==> src/rtl/wt_snoop_pkg.sv <==
package wt_snoop_pkg;

  typedef enum logic [0:0] {
    CTL_IDLE = 1'b0,
    CTL_BUS  = 1'b1
  } ctl_state_e;

  // Round-robin pick between two requesters given the last winner.
  function automatic logic rr_pick(input logic [1:0] req, input logic last);
    if (req == 2'b11) return ~last;
    return req[1];
  endfunction

endpackage

==> src/rtl/wt_snoop_cache.sv <==
module wt_snoop_cache
  import wt_snoop_pkg::*;
#(
  parameter int ADDR_W  = 4,
  parameter int DATA_W  = 8,
  parameter int IDX_W   = 2,
  parameter int PORT_ID = 0
) (
  input  logic              clk,
  input  logic              rst_n,
  input  logic              req,
  input  logic              we,
  input  logic [ADDR_W-1:0] addr,
  input  logic [DATA_W-1:0] wdata,
  output logic              done,
  output logic [DATA_W-1:0] rdata,
  output logic              breq,
  output logic              bwe,
  output logic [ADDR_W-1:0] baddr,
  output logic [DATA_W-1:0] bwdata,
  input  logic              bus_done,
  input  logic              bus_owner,
  input  logic              bus_we,
  input  logic [ADDR_W-1:0] bus_addr,
  input  logic [DATA_W-1:0] bus_rdata,
  output logic [(1<<IDX_W)-1:0] vmask,
  output logic              probe
);
  localparam int TAG_W = ADDR_W - IDX_W;
  localparam int LINES = 1 << IDX_W;
  localparam logic ME  = 1'(PORT_ID);

  function automatic logic [IDX_W-1:0] idx_of(input logic [ADDR_W-1:0] a);
    return a[IDX_W-1:0];
  endfunction

  function automatic logic [TAG_W-1:0] tag_of(input logic [ADDR_W-1:0] a);
    return a[ADDR_W-1:IDX_W];
  endfunction

  ctl_state_e        st;
  logic              op_we;
  logic [ADDR_W-1:0] op_addr;
  logic [DATA_W-1:0] op_wdata;
  logic [LINES-1:0]  valid;
  logic [TAG_W-1:0]  tags [LINES];
  logic [DATA_W-1:0] data [LINES];

  logic [IDX_W-1:0] req_idx, op_idx, snp_idx;
  logic             lookup_hit, op_hit, my_done, snoop_kill;

  always_comb begin
    req_idx    = idx_of(addr);
    op_idx     = idx_of(op_addr);
    snp_idx    = idx_of(bus_addr);
    lookup_hit = valid[req_idx] && (tags[req_idx] == tag_of(addr));
    op_hit     = valid[op_idx] && (tags[op_idx] == tag_of(op_addr));
    probe      = valid[snp_idx] && (tags[snp_idx] == tag_of(bus_addr));
    my_done    = bus_done && (bus_owner == ME);
    snoop_kill = bus_done && bus_we && (bus_owner != ME) && probe;
  end

  assign breq   = (st == CTL_BUS);
  assign bwe    = op_we;
  assign baddr  = op_addr;
  assign bwdata = op_wdata;
  assign vmask  = valid;

  always_ff @(posedge clk) begin
    if (!rst_n) begin
      st       <= CTL_IDLE;
      op_we    <= 1'b0;
      op_addr  <= '0;
      op_wdata <= '0;
      valid    <= '0;
      done     <= 1'b0;
      rdata    <= '0;
      for (int i = 0; i < LINES; i++) begin
        tags[i] <= '0;
        data[i] <= '0;
      end
    end else begin
      done <= 1'b0;
      if (snoop_kill) valid[snp_idx] <= 1'b0;
      case (st)
        CTL_IDLE: begin
          if (req) begin
            op_we    <= we;
            op_addr  <= addr;
            op_wdata <= wdata;
            if (!we && lookup_hit) begin
              done  <= 1'b1;
              rdata <= data[req_idx];
            end else begin
              st <= CTL_BUS;
            end
          end
        end
        default: begin
          if (my_done) begin
            st   <= CTL_IDLE;
            done <= 1'b1;
            if (!op_we) begin
              valid[op_idx] <= 1'b1;
              tags[op_idx]  <= tag_of(op_addr);
              data[op_idx]  <= bus_rdata;
              rdata         <= bus_rdata;
            end else begin
              rdata <= op_wdata;
              if (op_hit) data[op_idx] <= op_wdata;
            end
          end
        end
      endcase
    end
  end

endmodule

==> src/rtl/wt_snoop_arb.sv <==
module wt_snoop_arb
  import wt_snoop_pkg::*;
(
  input  logic       clk,
  input  logic       rst_n,
  input  logic [1:0] breq,
  input  logic       bus_done,
  output logic       busy,
  output logic       owner
);
  logic last;
  logic grant_ev;
  logic pick;

  always_comb begin
    grant_ev = !busy && (|breq);
    pick     = rr_pick(breq, last);
  end

  always_ff @(posedge clk) begin
    if (!rst_n) begin
      busy  <= 1'b0;
      owner <= 1'b0;
      last  <= 1'b1;
    end else if (grant_ev) begin
      busy  <= 1'b1;
      owner <= pick;
      last  <= pick;
    end else if (bus_done) begin
      busy <= 1'b0;
    end
  end

endmodule

==> src/rtl/wt_snoop_mem.sv <==
module wt_snoop_mem #(
  parameter int ADDR_W  = 4,
  parameter int DATA_W  = 8,
  parameter int MEM_LAT = 2
) (
  input  logic              clk,
  input  logic              rst_n,
  input  logic              busy,
  input  logic              we,
  input  logic [ADDR_W-1:0] addr,
  input  logic [DATA_W-1:0] wdata,
  output logic              done,
  output logic [DATA_W-1:0] rdata
);
  localparam int WORDS = 1 << ADDR_W;
  localparam int CNT_W = $clog2(MEM_LAT + 1);
  localparam logic [CNT_W-1:0] LAT_M1 = CNT_W'(MEM_LAT - 1);

  logic [DATA_W-1:0] mem [WORDS];
  logic [CNT_W-1:0]  cnt;

  assign done  = busy && (we || (cnt == LAT_M1));
  assign rdata = mem[addr];

  always_ff @(posedge clk) begin
    if (!rst_n) begin
      cnt <= '0;
      for (int i = 0; i < WORDS; i++) mem[i] <= '0;
    end else begin
      if (done) cnt <= '0;
      else if (busy) cnt <= cnt + 1'b1;
      if (done && we) mem[addr] <= wdata;
    end
  end

endmodule

==> src/rtl/wt_snoop_sys.sv <==
module wt_snoop_sys #(
  parameter int ADDR_W  = 4,
  parameter int DATA_W  = 8,
  parameter int IDX_W   = 2,
  parameter int MEM_LAT = 2
) (
  input  logic              clk,
  input  logic              rst_n,
  input  logic              p0_req,
  input  logic              p0_we,
  input  logic [ADDR_W-1:0] p0_addr,
  input  logic [DATA_W-1:0] p0_wdata,
  output logic              p0_done,
  output logic [DATA_W-1:0] p0_rdata,
  input  logic              p1_req,
  input  logic              p1_we,
  input  logic [ADDR_W-1:0] p1_addr,
  input  logic [DATA_W-1:0] p1_wdata,
  output logic              p1_done,
  output logic [DATA_W-1:0] p1_rdata,
  output logic              bus_busy,
  output logic              bus_owner,
  output logic              bus_we,
  output logic [ADDR_W-1:0] bus_addr
);
  localparam int LINES = 1 << IDX_W;
  localparam int NPORT = 2;

  logic              pr_req   [NPORT];
  logic              pr_we    [NPORT];
  logic [ADDR_W-1:0] pr_addr  [NPORT];
  logic [DATA_W-1:0] pr_wdata [NPORT];
  logic              pr_done  [NPORT];
  logic [DATA_W-1:0] pr_rdata [NPORT];
  logic              bq       [NPORT];
  logic              bw       [NPORT];
  logic [ADDR_W-1:0] ba       [NPORT];
  logic [DATA_W-1:0] bd       [NPORT];
  logic [LINES-1:0]  vm       [NPORT];
  logic              pb       [NPORT];

  // Named internal events for the checker.
  logic [1:0]        breq_v;
  logic              bus_done;
  logic [DATA_W-1:0] bus_wdata;
  logic [DATA_W-1:0] bus_rdata;
  logic [IDX_W-1:0]  snoop_idx;
  logic [LINES-1:0]  vm0, vm1;
  logic              pb0, pb1;

  assign pr_req[0] = p0_req;  assign pr_we[0] = p0_we;
  assign pr_addr[0] = p0_addr; assign pr_wdata[0] = p0_wdata;
  assign pr_req[1] = p1_req;  assign pr_we[1] = p1_we;
  assign pr_addr[1] = p1_addr; assign pr_wdata[1] = p1_wdata;
  assign p0_done = pr_done[0]; assign p0_rdata = pr_rdata[0];
  assign p1_done = pr_done[1]; assign p1_rdata = pr_rdata[1];

  for (genvar g = 0; g < NPORT; g++) begin : g_port
    wt_snoop_cache #(
      .ADDR_W(ADDR_W), .DATA_W(DATA_W), .IDX_W(IDX_W), .PORT_ID(g)
    ) u_cache (
      .clk(clk), .rst_n(rst_n),
      .req(pr_req[g]), .we(pr_we[g]), .addr(pr_addr[g]), .wdata(pr_wdata[g]),
      .done(pr_done[g]), .rdata(pr_rdata[g]),
      .breq(bq[g]), .bwe(bw[g]), .baddr(ba[g]), .bwdata(bd[g]),
      .bus_done(bus_done), .bus_owner(bus_owner), .bus_we(bus_we),
      .bus_addr(bus_addr), .bus_rdata(bus_rdata),
      .vmask(vm[g]), .probe(pb[g])
    );
  end

  assign breq_v    = {bq[1], bq[0]};
  assign bus_we    = bw[bus_owner];
  assign bus_addr  = ba[bus_owner];
  assign bus_wdata = bd[bus_owner];
  assign snoop_idx = bus_addr[IDX_W-1:0];
  assign vm0 = vm[0];
  assign vm1 = vm[1];
  assign pb0 = pb[0];
  assign pb1 = pb[1];

  wt_snoop_arb u_arb (
    .clk(clk), .rst_n(rst_n), .breq(breq_v), .bus_done(bus_done),
    .busy(bus_busy), .owner(bus_owner)
  );

  wt_snoop_mem #(.ADDR_W(ADDR_W), .DATA_W(DATA_W), .MEM_LAT(MEM_LAT)) u_mem (
    .clk(clk), .rst_n(rst_n), .busy(bus_busy), .we(bus_we),
    .addr(bus_addr), .wdata(bus_wdata), .done(bus_done), .rdata(bus_rdata)
  );

endmodule

==> config.mk <==
export PLATFORM = sky130hd
export DESIGN_NAME = wt_snoop_sys
export DESIGN_NICKNAME = d
export VERILOG_FILES = /design/src/rtl/wt_snoop_pkg.sv /design/src/rtl/wt_snoop_cache.sv /design/src/rtl/wt_snoop_arb.sv /design/src/rtl/wt_snoop_mem.sv /design/src/rtl/wt_snoop_sys.sv
export SDC_FILE = /design/constraint.sdc
export NUM_CORES = 1
export LEC_CHECK = 0
export BUFFER_PORTS_ARGS = -buffer_cell sky130_fd_sc_hd__buf_2
export CORE_MARGIN = 2
export CORE_UTILIZATION = 46
export DETAILED_ROUTE_END_ITERATION = 7
export GPL_ROUTABILITY_DRIVEN = 1
export HOLD_SLACK_MARGIN = 0.02
export SETUP_SLACK_MARGIN = 0.15
export SYNTH_ARGS = -nofsm -noshare
export SYNTH_HDL_FRONTEND = slang
export SYNTH_SLANG_ARGS = --single-unit
==> constraint.sdc <==
create_clock -name clk -period 6 [get_ports clk]
set_input_delay 0.9 -clock clk [delete_from_list [all_inputs] [get_ports clk]]
set_output_delay 0.9 -clock clk [all_outputs]
set_load 0.02 [all_outputs]
==> results.txt, run 1 <==
* TritonCTS Sinks: 271
- Placed Instance Area: 14200 µm²
- The worst setup path is of the register to register kind.
* Average cell area after synthesis: 10.5 µm²
- The synthesized netlist occupies a cell area of 13600 µm².
* Launch point of the worst reg-to-reg path: u_arb.owner
- For the pin with the worst max-slew slack, the measured transition is 1.20 ns.
* Type of the worst min-delay path: register to register
* Post-CTS setup buffer count: 0
- The clock period could shrink to 3.93 ns.
- In the routed layout, each cell is associated on average with a via count of 5.88.
* Post-CTS Hold Buffers: 0
* Post-placement worst setup slack: 2.15 ns
* Final ANT Viol Nets: 0
- Combinational family with the most area after synthesis: simple AND/OR/NAND/NOR gates
- Synthesis inferred 271 register bits.
- Arrival time at the worst endpoint: 4.23 ns
* Hold violation total from the final report: 0
- The final layout contains routed wiring with a total length of 40800 µm.
- STA classifies the critical path endpoint as a register.
- Post-synthesis share of cell area spent on xor and xnor gates: 1.02%
- For this run, asynchronously set or reset flops after synthesis account for 0%.
- The top cell type by area accounts for 45.8% of the synthesized area.
- Number of enable flip-flop cells after synthesis: 208
* Filler cell count in the final layout: 2703
- Number of synthesis warnings: 0
- Number of CTS-inserted buffers: 29
- Leakage power: 5.47 nW
- After Yosys synthesis, and, or, nand and nor cells account for 19.2% of the synthesized area.
* Cts repair resizes: 0
- Launch instance of the worst min-delay path: g_port[1].u_cache.rdata[5]
- The first global-routing pass estimated 61600 µm of wire.
- Slew Limit Headroom: 19.7%
* Clock Tree Buf Depth: 3
- Worst path setup slack after routing: 2.07 ns
- Among all cell types in the netlist, the one instantiated most often is sky130_fd_sc_hd__nand2_1.
* Net count of the finished layout: 1353
- Latest clock arrival within the worst-skew pair: 0.55 ns
- After the first detailed-routing iteration, the DRC count stood at 1068.
- Core area: 29400 µm²
* Clock-pin slew on the worst setup and hold paths: 0.06 ns
* Worst reg2reg endpoint: g_port[0].u_cache.data[2][5]
- Dominant cells by area after synthesis: sky130_fd_sc_hd__edfxtp_1 (46%), sky130_fd_sc_hd__dfxtp_1 (9.2%), sky130_fd_sc_hd__mux2i_1 (7.7%)
- Finish-stage setup viols: 0
- Overall global routing resource usage: 26.5%
- For this run, design rule violations remaining after detail routing come to 0.
* Fraction of layout instances using a drive strength above 1: 13.1%
- For this run, the detailed router's first-pass iteration total came to 6.
* Cell row count: 63
* Detailed-route wire length per cell: 23.5 µm
- Final cell area excluding filler cells: 15200 µm²
- Maximum fanout along the worst path: 64
* Number of distinct library cell variants in the gate-level netlist after synthesis: 69
* Setup repair after global routing missed its margin: no
* Power Dens Cells: 302 nW/µm²
- Total Die Area: 31000 µm²
- Of the total synthesized cell area, the portion taken by full adders, half adders and majority gates is 0.0917%.
- 0 antenna diodes ended up in the layout.
- Dominant cell type by area after synthesis: sky130_fd_sc_hd__edfxtp_1
* Port-buffer cells: 54
- TritonCTS clock tree: built
* CTS root buf: sky130_fd_sc_hd__clkbuf_16
- For flop-to-flop paths, the worst setup slack is 2.07 ns.
- Synthesized netlist cell count: 1294
- Fmax: 0.255 GHz
- The worst path uses 65.4% of the clock period.
- Area overhead of the layout relative to synthesis: 11.6%
* Final HPWL DP: 29100 µm
* Most used DFF post-synth: sky130_fd_sc_hd__edfxtp_1
- The initial antenna violation count came to 0.
- Max Transition Viols Final: 0
- Pin count of the biggest net entering global routing: 78
- The worst hold path terminates at g_port[1].u_cache.rdata[5].
- During I/O placement, the number of pins put on the boundary was 55.
- Post-synthesis net count: 1325
* Clock skew after layout: 0.0116 ns
* H-tree levels: 1
- Global route total overflow: 0
- Final weighted congestion of routability-driven global placement: 0.974
- Max-cap violation count: 0
- Worst hold path cell count: 1
- Portion of netlist area occupied by mux cells: 10.6%
* Summed negative setup slack over all endpoints: 0 ns
- Crit path launch type: register
- Maximum VDD drop: 0.000229 V
- The detailed router placed 10200 vias in this run.
- Sorting the synthesized cells by how often they occur yields sky130_fd_sc_hd__nand2_1 (258), sky130_fd_sc_hd__edfxtp_1 (208), sky130_fd_sc_hd__nor2_1 (182).
- Die height: 176 µm
* Effective utilization at floorplan: 46.4%
- The flow ran to the end, and the final reports show no timing, DRC or antenna violations.
- Data required time of the worst path: 6.30 ns
- The number of global-route vias before repair is 9888.
- Depth of the worst register-to-register path: 8
* Post-synthesis compound-gate area fraction: 10.3%
* Sequential-to-total area share from yosys stat: 55.0%
- In this run the horizontal extent of the chip is 176 µm.
[worst max-delay path: stages, from the launching register on]
cell and delay (ns):
sky130_fd_sc_hd__dfxtp_2 0.91, sky130_fd_sc_hd__mux2i_4 0.36, sky130_fd_sc_hd__clkinv_2 0.45, sky130_fd_sc_hd__buf_4 0.57, sky130_fd_sc_hd__mux2i_1 0.34, sky130_fd_sc_hd__mux2i_1 0.14, sky130_fd_sc_hd__a22oi_1 0.41, sky130_fd_sc_hd__o211ai_1 0.26
sky130_fd_sc_hd__and2_1 0.20
[sequential cells by signal, summed over array words and instances, names as in the netlist, named ones only]
signal and cells:
g_port.u_cache.baddr 8, g_port.u_cache.breq 2, g_port.u_cache.bwdata 16, g_port.u_cache.bwe 2, g_port.u_cache.data 64, g_port.u_cache.done 2
g_port.u_cache.rdata 16, g_port.u_cache.tags 16, g_port.u_cache.vmask 8, u_arb.busy 1, u_arb.last 1, u_arb.owner 1
u_mem.cnt 2, u_mem.mem 128
[metrics by stage]
step / hold WS, ns / total power [mW] / instances / util [%]
2_1_floorplan: 0.456 / 2.49 / 1294 / -
3_3_place_gp: 0.450 / 2.67 / 1681 / 48.2
3_5_place_dp: 0.456 / 2.68 / 1681 / 48.2
4_1_cts: 0.470 / 4.61 / 1735 / 51.7
5_1_grt: 0.486 / 4.73 / 1735 / 51.7
6_report: 0.463 / 4.59 / 1735 / 51.7
[cell type report]
type	count	area (µm²)	share of cell area, %
Clock buffer	42	856	5.63
Clock inverter	12	196	1.29
Inverter	26	98.8	0.650
Multi-Input combinational cell	921	5650	37.2
Sequential cell	271	7510	49.4
Tap cell	390	488	3.21
Timing Repair Buffer	73	413	2.71
[worst max-delay path by stage]
stage                                         to         from  cells past startpoint
floorplan           g_port[0].u_cache.data[0][0]        rst_n                      5
global placement    g_port[0].u_cache.data[0][6]  u_arb.owner                      8
detailed placement  g_port[0].u_cache.data[2][3]  u_arb.owner                      8
CTS                 g_port[0].u_cache.data[2][3]  u_arb.owner                      8
global route        g_port[0].u_cache.data[2][5]  u_arb.owner                      8
finish              g_port[0].u_cache.data[2][5]  u_arb.owner                      8
[cells in the final DEF (no fill, tap or decap), types with 19 or more instances in the layout]
| cell type | instances |
|---|---|
| sky130_fd_sc_hd__a21boi_0 | 26 |
| sky130_fd_sc_hd__a21oi_1 | 21 |
| sky130_fd_sc_hd__and2_1 | 53 |
| sky130_fd_sc_hd__buf_2 | 54 |
| sky130_fd_sc_hd__buf_4 | 19 |
| sky130_fd_sc_hd__clkbuf_16 | 30 |
| sky130_fd_sc_hd__dfxtp_1 | 62 |
| sky130_fd_sc_hd__edfxtp_1 | 208 |
| sky130_fd_sc_hd__inv_1 | 22 |
| sky130_fd_sc_hd__mux2i_1 | 97 |
| sky130_fd_sc_hd__nand2_1 | 258 |
| sky130_fd_sc_hd__nand3_1 | 38 |
| sky130_fd_sc_hd__nor2_1 | 182 |
[layer usage]
layer / GRT usage [%] / part of all wire [%] / vias to the layer above
li1: - / - / 4702
met4: 9.61 / 3.9 / 0
met5: 0 / 0 / -
met3: 3.08 / 6.4 / 86
met1: 35.9 / 42 / 5052
met2: 44.0 / 48 / 361
[cell families (layout without fill, tap and decap cells)]
logic type,after synthesis,after routing
and+or+nand+nor,594,594
DFF,271,271
AOI/OAI and AO/OA,180,180
muxes,131,131
buffers and inverters,102,153
xor gates and xnor gates,15,15
adders and majority gates,1,1
[where the power goes]
| part | switching (mW) | internal (mW) |
|---|---|---|
| logic | 0.347 | 0.155 |
| registers | 0.0628 | 2.08 |
| clock network | 0.739 | 1.20 |
| total | 1.15 | 3.44 |
(Power assumes the default switching activity.)
==> run 2, diff against run 1 <==
==> constraint.sdc (replaced) <==
create_clock -name clk -period 3.4 [get_ports clk]
set_input_delay 0.51 -clock clk [delete_from_list [all_inputs] [get_ports clk]]
set_output_delay 0.51 -clock clk [all_outputs]
set_load 0.02 [all_outputs]
==> run 2 against run 1 <==
Compared with the run above: cell area rose by 2.0%; first-iteration DRC count increased by 2.6%; worst hold slack got worse by 0.26 ns; sequential share of layout area decreased by 0.95 points; sequential power up 76%; critical path depth rose by 1; worst setup slack got worse by 1.6 ns; non-clock buffer count is 46 higher; via count increased by 3.2%; largest power group unchanged; highest routed layer unchanged.
==> results.txt, run 2 (synthesis gave the netlist of run 1 again) <==
- Area overhead of the layout relative to synthesis: 13.7%
- Largest registers: u_mem.mem (128), g_port.u_cache.data (64)
- Once placement completed, the tool counted placed cells totaling 1727.
- Detailed placement ended at an HPWL of 29600 µm.
- The total area inside the core boundary comes to 29400 µm².
- Total Die Area: 31000 µm²
- The number of pins exceeding their max-slew limit in the final report is 0.
- Pin count of the biggest net entering global routing: 48
- Placed Instance Area: 14500 µm²
- After detailed routing, the average wire length per cell comes to 23.1 µm.
* TritonCTS clock tree: built
* Crit path launch type: register
- After layout, the minimum clock period comes to 2.88 ns.
- Final ANT Viol Nets: 0
- Number of CTS-inserted buffers: 30
- Port-buffer cells: 54
- The run finished with clean final reports.
* Vias: 10500
- The number of endpoints with negative hold slack in the final report is 0.
- The clock arrives with 0.0210 ns of skew.
* I/O Pins: 55
- Worst Path Class, Setup: register to register
* Worst path setup slack after routing: 0.520 ns
* Clock Tree Buf Depth: 3
- Setup repair after global routing missed its margin: no
- Summed over all cells, the static leakage comes to 5.67 nW.
- Data required time of the worst path: 3.71 ns
- CTS built an H-tree with a depth of 1.
* Post-Layout Cell Count: 1783
* Overall global routing resource usage: 26.6%
* Global route total overflow: 0
* Power, Total: 7.89 mW
* Slew Limit Headroom: 41.3%
- Power Dens Cells: 509 nW/µm²
* Endpoint class of the critical path: register
- In this run the worst path has a maximum fanout of 32.
- Worst R2R Setup Slack: 0.52 ns
- The first routing iteration left 1096 violations.
* CTS root buf: sky130_fd_sc_hd__clkbuf_16
- Worst Hold Slack: 0.199 ns
- Biggest register: u_mem.mem
* Detailed-router iteration count before antenna repair: 6
- After detailed routing, the number of remaining DRC violations is 0.
* Cell row count: 63
- Final weighted congestion of routability-driven global placement: 0.992
- After clock tree synthesis, the clock-pin slew on the worst setup and hold paths is 0.06 ns.
- For this design, the sink count on the clock tree is 271.
- Type of the worst min-delay path: input pin to register
* Fmax: 0.347 GHz
- Horiz. Die Dim: 176 µm
- Antenna violations before repair: 0
- Measured along the y axis, the die boundary spans 176 µm.
- Most common library cell in the layout ignoring fill and taps: sky130_fd_sc_hd__nand2_1
- Tcrit/Tclk final: 84.7%
* Max-cap violation count: 0
- Post-placement worst setup slack: 0.579 ns
* Arrival time at the worst endpoint: 3.19 ns
- Post-CTS Hold Buffers: 0
- The number of setup buffers added after CTS is 0.
- Gates resized during post-CTS repair numbered 0.
* Net count of the finished layout: 1400
- Worst slew pin tran: 0.876 ns
- The routed design has 41200 µm of wire.
- Final cell area excluding filler cells: 15500 µm²
- Fraction of layout instances using a drive strength above 1: 15.6%
* Summed negative setup slack over all endpoints: 0 ns
* Maximum VDD drop: 0.000453 V
* Latest clock arrival within the worst-skew pair: 0.57 ns
- Finish-stage setup viols: 0
- The number of global-route vias before repair was 10100.
* First-pass GRT wire length: 61700 µm
* Effective utilization at floorplan: 46.4%
* Largest register FFs: 128
* Antenna cells: 0
- Final core area utilization: 52.8%
- Dividing the detail-routed via count by the number of cells gives 5.91.
* Commonest non-fill, non-tap cells in the layout: sky130_fd_sc_hd__nand2_1 (258), sky130_fd_sc_hd__edfxtp_1 (208), sky130_fd_sc_hd__nor2_1 (182)
[run 2: cell count changes in the layout (fill, tap and decap cells not counted), moves of 2 or more]
cell	change
sky130_fd_sc_hd__buf_4	+44
sky130_fd_sc_hd__clkbuf_16	+2
sky130_fd_sc_hd__buf_12	+2
sky130_fd_sc_hd__inv_4	+2
sky130_fd_sc_hd__bufinv_16	-5
sky130_fd_sc_hd__clkbuf_1	+7
sky130_fd_sc_hd__clkinvlp_4	-3
sky130_fd_sc_hd__clkinv_2	-2
[run 2: cell type report]
type	instances	area [µm²]
timing repair buffer	119	783
multi-input combinational	921	5650
fill	2620	13900
clock buffer	52	946
inverter	26	98.8
tap	390	488
clock inverter	4	33.8
sequential	271	7510
[run 2: worst max-delay path, stage by stage (launching register included)]
cell,delay [ns]
sky130_fd_sc_hd__dfxtp_1,0.56
sky130_fd_sc_hd__mux2i_4,0.12
sky130_fd_sc_hd__clkinv_2,0.15
sky130_fd_sc_hd__buf_12,0.23
sky130_fd_sc_hd__mux2i_1,0.42
sky130_fd_sc_hd__mux2i_1,0.22
sky130_fd_sc_hd__a22oi_1,0.38
sky130_fd_sc_hd__buf_4,0.18
sky130_fd_sc_hd__o211ai_1,0.15
sky130_fd_sc_hd__and2_1,0.20
[run 2: power by group]
group	internal [mW]	leakage (nW)	total, mW	switching [mW]
Combinational	0.302	2.54	0.929	0.627
Sequential	3.67	2.66	3.77	0.0913
Clock	1.88	0.480	3.20	1.32
[run 2: per-layer routing]
| metal | share of wire (%) | GRT usage [%] |
|---|---|---|
| met1 | 41 | 35.9 |
| met2 | 47 | 42.5 |
| met3 | 7.7 | 4.52 |
| met4 | 4.6 | 11.4 |
| met5 | 0 | 0 |
[run 2: final timing paths]
| check | startpoint | endpoint | cells past startpoint |
|---|---|---|---|
| worst min-delay path | p0_wdata[4] | g_port[0].u_cache.bwdata[4] | 3 |
| worst min register to register | g_port[1].u_cache.rdata[4] | g_port[1].u_cache.rdata[4] | 1 |
| worst max register to register | g_port[0].u_cache.baddr[1] | g_port[0].u_cache.data[0][6] | 9 |
| worst max-delay path | g_port[0].u_cache.baddr[1] | g_port[0].u_cache.data[0][6] | 9 |
